==> src/rtl/irq_combiner_pkg.sv <==
package irq_combiner_pkg;

  typedef enum logic [2:0] {
    SEL_NONE  = 3'd0,
    SEL_HSTAT = 3'd1,
    SEL_HEN   = 3'd2,
    SEL_DSTAT = 3'd3,
    SEL_DEN   = 3'd4,
    SEL_DMASK = 3'd5
  } reg_sel_e;

  function automatic logic [31:0] zext_bits(input logic [31:0] v, input int unsigned w);
    logic [31:0] r;
    for (int i = 0; i < 32; i++) r[i] = (i < int'(w)) ? v[i] : 1'b0;
    return r;
  endfunction

endpackage

==> src/rtl/irq_addr_dec.sv <==
module irq_addr_dec
  import irq_combiner_pkg::*;
#(
  parameter int unsigned ADDR_W    = 12,
  parameter int unsigned OFF_HSTAT = 12'h050,
  parameter int unsigned OFF_HEN   = 12'h054,
  parameter int unsigned OFF_DSTAT = 12'h480,
  parameter int unsigned OFF_DEN   = 12'h484,
  parameter int unsigned OFF_DMASK = 12'h488
) (
  input  logic [ADDR_W-1:0] addr,
  output reg_sel_e          sel
);

  localparam logic [ADDR_W-1:0] A_HSTAT = ADDR_W'(OFF_HSTAT);
  localparam logic [ADDR_W-1:0] A_HEN   = ADDR_W'(OFF_HEN);
  localparam logic [ADDR_W-1:0] A_DSTAT = ADDR_W'(OFF_DSTAT);
  localparam logic [ADDR_W-1:0] A_DEN   = ADDR_W'(OFF_DEN);
  localparam logic [ADDR_W-1:0] A_DMASK = ADDR_W'(OFF_DMASK);

  always_comb begin
    unique case (addr)
      A_HSTAT: sel = SEL_HSTAT;
      A_HEN:   sel = SEL_HEN;
      A_DSTAT: sel = SEL_DSTAT;
      A_DEN:   sel = SEL_DEN;
      A_DMASK: sel = SEL_DMASK;
      default: sel = SEL_NONE;
    endcase
  end

endmodule

==> src/rtl/irq_src_bank.sv <==
module irq_src_bank #(
  parameter int unsigned    W    = 4,
  parameter logic [W-1:0]   IMPL = '1
) (
  input  logic         clk,
  input  logic         rst_n,
  input  logic [W-1:0] evt,
  input  logic         stat_we,
  input  logic         en_we,
  input  logic [W-1:0] wdata,
  output logic [W-1:0] stat,
  output logic [W-1:0] en,
  output logic         pend
);

  logic [W-1:0] clr_bits;
  logic [W-1:0] stat_nxt;

  generate
    for (genvar b = 0; b < W; b++) begin : g_bit
      if (IMPL[b]) begin : g_impl
        assign clr_bits[b] = stat_we & wdata[b];
        // event has priority over a clear in the same cycle
        assign stat_nxt[b] = evt[b] | (stat[b] & ~clr_bits[b]);

        always_ff @(posedge clk or negedge rst_n) begin
          if (!rst_n) begin
            stat[b] <= 1'b0;
            en[b]   <= 1'b0;
          end else begin
            stat[b] <= stat_nxt[b];
            if (en_we) en[b] <= wdata[b];
          end
        end
      end else begin : g_hole
        assign clr_bits[b] = 1'b0;
        assign stat_nxt[b] = 1'b0;
        assign stat[b]     = 1'b0;
        assign en[b]       = 1'b0;
      end
    end
  endgenerate

  assign pend = |(stat & en);


  evt_sets_chk: assert property (@(posedge clk) disable iff (!rst_n)
    (|(evt & IMPL)) |=> ((stat & $past(evt & IMPL)) == $past(evt & IMPL)));


  no_spurious_set_chk: assert property (@(posedge clk) disable iff (!rst_n)
    ((stat & ~$past(stat) & ~$past(evt)) == '0));


  w1c_clears_chk: assert property (@(posedge clk) disable iff (!rst_n)
    stat_we |=> ((stat & $past(wdata & ~evt)) == '0));


  en_write_chk: assert property (@(posedge clk) disable iff (!rst_n)
    en_we |=> (en == $past(wdata & IMPL)));

endmodule

==> src/rtl/irq_combiner.sv <==
module irq_combiner
  import irq_combiner_pkg::*;
#(
  parameter int unsigned ADDR_W    = 12,
  parameter int unsigned DATA_W    = 32,
  parameter int unsigned HASH_W    = 4,
  parameter int unsigned DMA_W     = 9,
  parameter logic [HASH_W-1:0] HASH_IMPL = 4'b1111,
  parameter logic [DMA_W-1:0]  DMA_IMPL  = 9'h1FD,
  parameter int unsigned OFF_HSTAT = 12'h050,
  parameter int unsigned OFF_HEN   = 12'h054,
  parameter int unsigned OFF_DSTAT = 12'h480,
  parameter int unsigned OFF_DEN   = 12'h484,
  parameter int unsigned OFF_DMASK = 12'h488
) (
  input  logic              clk,
  input  logic              rst_n,
  input  logic [HASH_W-1:0] hash_evt,
  input  logic [DMA_W-1:0]  dma_evt,
  input  logic [ADDR_W-1:0] reg_addr,
  input  logic              reg_wen,
  input  logic [DATA_W-1:0] reg_wdata,
  input  logic              reg_ren,
  output logic [DATA_W-1:0] reg_rdata,
  output logic              reg_rvalid,
  output logic              irq
);

  reg_sel_e          sel;
  logic [HASH_W-1:0] h_stat, h_en;
  logic [DMA_W-1:0]  d_stat, d_en;
  logic              h_pend, d_pend;
  logic              mask_q;
  logic [DATA_W-1:0] rd_mux;

  irq_addr_dec #(
    .ADDR_W(ADDR_W), .OFF_HSTAT(OFF_HSTAT), .OFF_HEN(OFF_HEN),
    .OFF_DSTAT(OFF_DSTAT), .OFF_DEN(OFF_DEN), .OFF_DMASK(OFF_DMASK)
  ) u_dec (
    .addr(reg_addr),
    .sel (sel)
  );

  irq_src_bank #(.W(HASH_W), .IMPL(HASH_IMPL)) u_hash (
    .clk    (clk),
    .rst_n  (rst_n),
    .evt    (hash_evt),
    .stat_we(reg_wen && sel == SEL_HSTAT),
    .en_we  (reg_wen && sel == SEL_HEN),
    .wdata  (reg_wdata[HASH_W-1:0]),
    .stat   (h_stat),
    .en     (h_en),
    .pend   (h_pend)
  );

  irq_src_bank #(.W(DMA_W), .IMPL(DMA_IMPL)) u_dma (
    .clk    (clk),
    .rst_n  (rst_n),
    .evt    (dma_evt),
    .stat_we(reg_wen && sel == SEL_DSTAT),
    .en_we  (reg_wen && sel == SEL_DEN),
    .wdata  (reg_wdata[DMA_W-1:0]),
    .stat   (d_stat),
    .en     (d_en),
    .pend   (d_pend)
  );

  always_ff @(posedge clk or negedge rst_n) begin
    if (!rst_n) mask_q <= 1'b0;
    else if (reg_wen && sel == SEL_DMASK) mask_q <= reg_wdata[0];
  end

  always_comb begin
    rd_mux = '0;
    unique case (sel)
      SEL_HSTAT: rd_mux[HASH_W-1:0] = h_stat;
      SEL_HEN:   rd_mux[HASH_W-1:0] = h_en;
      SEL_DSTAT: rd_mux[DMA_W-1:0]  = d_stat;
      SEL_DEN:   rd_mux[DMA_W-1:0]  = d_en;
      SEL_DMASK: rd_mux[0]          = mask_q;
      default:   rd_mux             = '0;
    endcase
  end

  always_ff @(posedge clk or negedge rst_n) begin
    if (!rst_n) begin
      reg_rdata  <= '0;
      reg_rvalid <= 1'b0;
    end else begin
      reg_rvalid <= reg_ren;
      if (reg_ren) reg_rdata <= rd_mux;
    end
  end

  assign irq = h_pend | (d_pend & mask_q);


  rd_valid_chk: assert property (@(posedge clk) disable iff (!rst_n)
    reg_ren |=> reg_rvalid);


  rd_quiet_chk: assert property (@(posedge clk) disable iff (!rst_n)
    !reg_ren |=> !reg_rvalid);


  mask_gate_chk: assert property (@(posedge clk) disable iff (!rst_n)
    (h_en == '0 && !mask_q) |-> !irq);


  irq_source_chk: assert property (@(posedge clk) disable iff (!rst_n)
    irq |-> ((h_stat & h_en) != '0 || (d_stat & d_en) != '0));

endmodule

==> config.mk <==
export PLATFORM = sky130hd
export DESIGN_NAME = irq_combiner
export DESIGN_NICKNAME = d
export VERILOG_FILES = /design/src/rtl/irq_combiner_pkg.sv /design/src/rtl/irq_addr_dec.sv /design/src/rtl/irq_src_bank.sv /design/src/rtl/irq_combiner.sv
export SDC_FILE = /design/constraint.sdc
export NUM_CORES = 1
export LEC_CHECK = 0
export BUFFER_PORTS_ARGS = -buffer_cell sky130_fd_sc_hd__buf_4
export CORE_MARGIN = 2
export CORE_UTILIZATION = 48
export CTS_CLUSTER_DIAMETER = 60
export DETAILED_ROUTE_END_ITERATION = 6
export GPL_ROUTABILITY_DRIVEN = 0
export PLACE_DENSITY = 0.85
export SLEW_MARGIN = 20
export SYNTH_ARGS = -nofsm -noshare
export SYNTH_HDL_FRONTEND = slang
export SYNTH_SLANG_ARGS = --single-unit
==> constraint.sdc <==
create_clock -name clk -period 3.15 [get_ports clk]
set_clock_uncertainty 0.15 [all_clocks]
set_input_delay 0.1575 -clock clk [delete_from_list [all_inputs] [get_ports clk]]
set_output_delay 0.1575 -clock clk [all_outputs]
set_load 0.005 [all_outputs]
==> summary.md <==
| Metric | Value |
|---|---|
| Rows | `22` |
| Grt peak-use layer | `met2` |
| Postcts setup bufs | `0` |
| Clock sinks | `35` |
| Met1 GRT Util | `roughly 23%` |
| Min-Delay Endpoint | `reg_rdata[1]` |
| Min-Delay Path Depth | `4` |
| Post-synth EDFFs | `0` |
| Final hold violation count | `0` |
| DRC viols | `0` |
| Initial antenna violation count | `0` |
| Clock buffer depth | `2` |
| Power Density | `between 300 and 400 mW/mm^2` |
| Pint | `711 uW` |
| Die W | `between 60 and 70 um` |
| Switching power total | `217 uW` |
| Comb power frac | `between 10% and 20%` |
| Reg2reg path depth | `2` |
| Synth top area cells | `dfrtp_1 (48%), buf_4 (9.5%), mux2_2 (8.0%)` |
| I/O pin count | `95` |
| Die Ht | `~66 um` |
| Initial Util | `between 40% and 50%` |
| Critical-path maximum fanout | `8` |
| Vias per cell | `about 5` |
| Slew margin rel. | `64.3%` |
| All-Layer GR Usage | `20.0%` |
| First-pass GRT wire length | `~6.3 mm` |
| Mapped Cells | `approximately 160` |
| Die area | `~0.0043 mm^2` |
| Core Area | `~0.0037 mm^2` |
| Async SR Flop Fraction | `between 90% and 100%` |
| Worst Setup Path Type | `primary input to flop` |
| Final net count | `slightly above 300` |
| Final Max Tran Viols | `0` |
| Clk root buf | `clkbuf_8` |
| Fin Setup TNS | `0 ps` |
| Mapped Area | `~0.0018 mm^2` |
| Flop pwr share | `48.8%` |
| Crit path launch type | `primary input` |
| Tightest Pin Transition | `about 530 ps` |
| Crit-path cells | `buf_4 -> or4_4 -> nor4_4 -> nand2_1 -> a21o_1 -> dlygate4sd3_1` |
| Top FF cell, synth | `dfrtp_1` |
| Syn_area_per_cell | `11.2 um^2` |
| Critical R2R Capture | `u_hash.stat[1]` |
| Post-synthesis sequential area ratio | `between 40% and 50%` |
| Clk_lat worst skew | `300 ps` |
| CTS tree | `built` |
| FF+latch area | `about 880 um^2` |
| Status | `completed` |
| Worst r2r src | `u_hash.stat[1]` |
| Top cell type's share of synthesized area | `48.0%` |
| Vias in the first global route | `around 1400` |
| Met3 Track Usage GR | `under 10%` |
| Worst Path Required | `approximately 3200 ps` |
| CTS Buf Count | `5` |
| DR WL/cell | `about 14 um` |
| VDD IR max | `between 0.3 and 0.4 mV` |
| Slowest library cell on the worst path | `or4_4` |
| Area delta synth->final | `38.0%` |
| HPWL after DPL | `about 2.7 mm` |
| Max Cap Viol | `0` |
| Yosys top cell by area | `dfrtp_1` |
| Area of the multi-input gates | `816 um^2` |
| Final hold slack | `48.2 ps` |
| Cell with the most instances after synthesis | `dfrtp_1` |
| Worst-path clk slew | `~70 ps` |
| Clock Power Share | `39.3%` |
| Iter 0 DRT Violations | `77` |
| Unrepaired setup endpoints after global routing | `false` |
| Gr ovfl total | `0` |
| Ratio of cells with drive above 1 in the final layout | `between 30% and 40%` |
| Final period util | `a little over two thirds` |
| Worst EP arrival | `about 2300 ps` |
| Commonest cells in the netlist | `dfrtp_1 (35), buf_4 (23), mux2_2 (13), nand2_1 (13)` |
| Layout fillers | `roughly 300` |
| FF+latch count, synth | `35` |
| Min Tclk post-route | `between 2000 and 2500 ps` |
| HP Class | `primary input to flop` |
| DR vias | `1456` |
| CP max stage delay | `between 500 and 600 ps` |
| Hold Startpoint | `reg_addr[3]` |
| # H-tree levels | `2` |
| Placed cell count | `254` |
| Ant. Diodes | `0` |
| Switching Fraction | `23.3%` |
| Detailed Route WL | `around 4 mm` |
| DRT antenna net count | `0` |
| Pre-antenna DRT Iters | `4` |
| YS warnings | `0` |
| Final Setup Violations | `0` |
| Reg2Reg Setup Slack | `between 1500 and 2000 ps` |
| M2 GR Usage | `approximately 34%` |
| Final non-filler cell total | `between 200 and 300` |
| Max Fclk | `between 0.4 and 0.5 GHz` |
| Leakage power | `~0.0011 uW` |
| CP endpoint kind | `flop` |
| Yosys cell types | `31` |
| Port bufs | `47` |
| Largest net degree at the start of global routing | `36` |
## registers in the layout (all words and copies together), names as in the netlist
signal	cells
u_dma.stat	8
reg_rdata	9
u_hash.stat	4
mask_q	1
u_hash.en	4
u_dma.en	8
reg_rvalid	1
## what timing repair did
action                                 in CTS  in global routing
setup endpoints to repair                   0                  0
hold buffers                               28                  0
endpoints found under the hold margin      62                  0
resized for setup                           0                  0
## worst max-delay path by stage
| stage | start | endpoint | slack, ps | depth (start not counted) |
|---|---|---|---|---|
| 4_1_cts | reg_addr[9] | u_dma.stat[8] | 950 | 6 |
| 2_1_floorplan | reg_addr[9] | u_dma.en[0] | 1450 | 4 |
| 3_5_place_dp | reg_addr[9] | u_dma.stat[5] | 1160 | 5 |
| 3_3_place_gp | reg_addr[9] | u_dma.stat[7] | 1190 | 5 |
| 5_1_grt | reg_addr[9] | u_dma.stat[8] | 860 | 6 |
| 6_report | reg_addr[9] | u_dma.stat[8] | 920 | 6 |
## cell type report
class / count / area share (%)
sequential: 35 / 34.8
multi-input combinational: 116 / 32.4
timing repair buffer: 75 / 25.1
clock buffer: 7 / 3.83
tap: 48 / 2.38
inverter: 8 / 1.19
clock inverter: 1 / 0.298
## critical path, delay by kind of cell
| family | cells | cell delay, ps |
|---|---|---|
| simple gates | 3 | 1250 |
| compound gates | 1 | 200 |
| buf+inv | 2 | 660 |
## routing by layer
layer  vias up  share of wire, %
li1        692                 -
met1       712                42
met2        46                51
met3         6               5.4
met4         0               1.5
met5         -                 0
## cell usage in the layout (no fill, tap or decap), drive strengths merged, types with 3 or more instances in the layout
cell type | Yosys | final
o22ai | 8 | 8
nor3 | 3 | 3
nor2 | 3 | 3
clkbuf | 1 | 7
a21o | 12 | 12
buf | 25 | 47
conb | 1 | 23
dfrtp | 35 | 35
nand3 | 6 | 6
o21ai | 3 | 3
inv | 8 | 8
nand2 | 13 | 13
a22oi | 6 | 6
mux2i | 12 | 12
mux2 | 13 | 13
dlygate4sd3 | 0 | 28
## power by group through the flow
stage | registers [uW] | logic, uW | clock network (uW)
after floorplan | 461 | 53.0 | 0
after global placement | 461 | 85.2 | 0
after detailed placement | 461 | 86.7 | 0
after CTS | 453 | 109 | 371
after global routing | 452 | 120 | 402
final | 453 | 110 | 365
## logic make-up (layout without fill, tap and decap cells)
| group | after synthesis | count (layout) | share of synthesized area [%] |
|---|---|---|---|
| simple gates | 37 | 37 | 13.6 |
| flops | 35 | 35 | 48.0 |
| buf+inv | 34 | 91 | 11.9 |
| compound gates | 31 | 31 | 11.7 |
| mux | 25 | 25 | 14.6 |
| other cells | 1 | 23 | 0.205 |
## per-stage QoR
step / power, uW / worst slack, ps / instance area (um^2) / utilization, %
5_1_grt: 974 / 861 / 2520 / 68.8
3_5_place_dp: 548 / 1160 / 2130 / 58.3
6_report: 928 / 923 / 2520 / 68.8
4_1_cts: 933 / 950 / 2520 / 68.8
2_1_floorplan: 514 / 1450 / 1910 / -
3_3_place_gp: 546 / 1190 / 2130 / 58.3
Note: power is estimated with default switching activity, not from simulation.
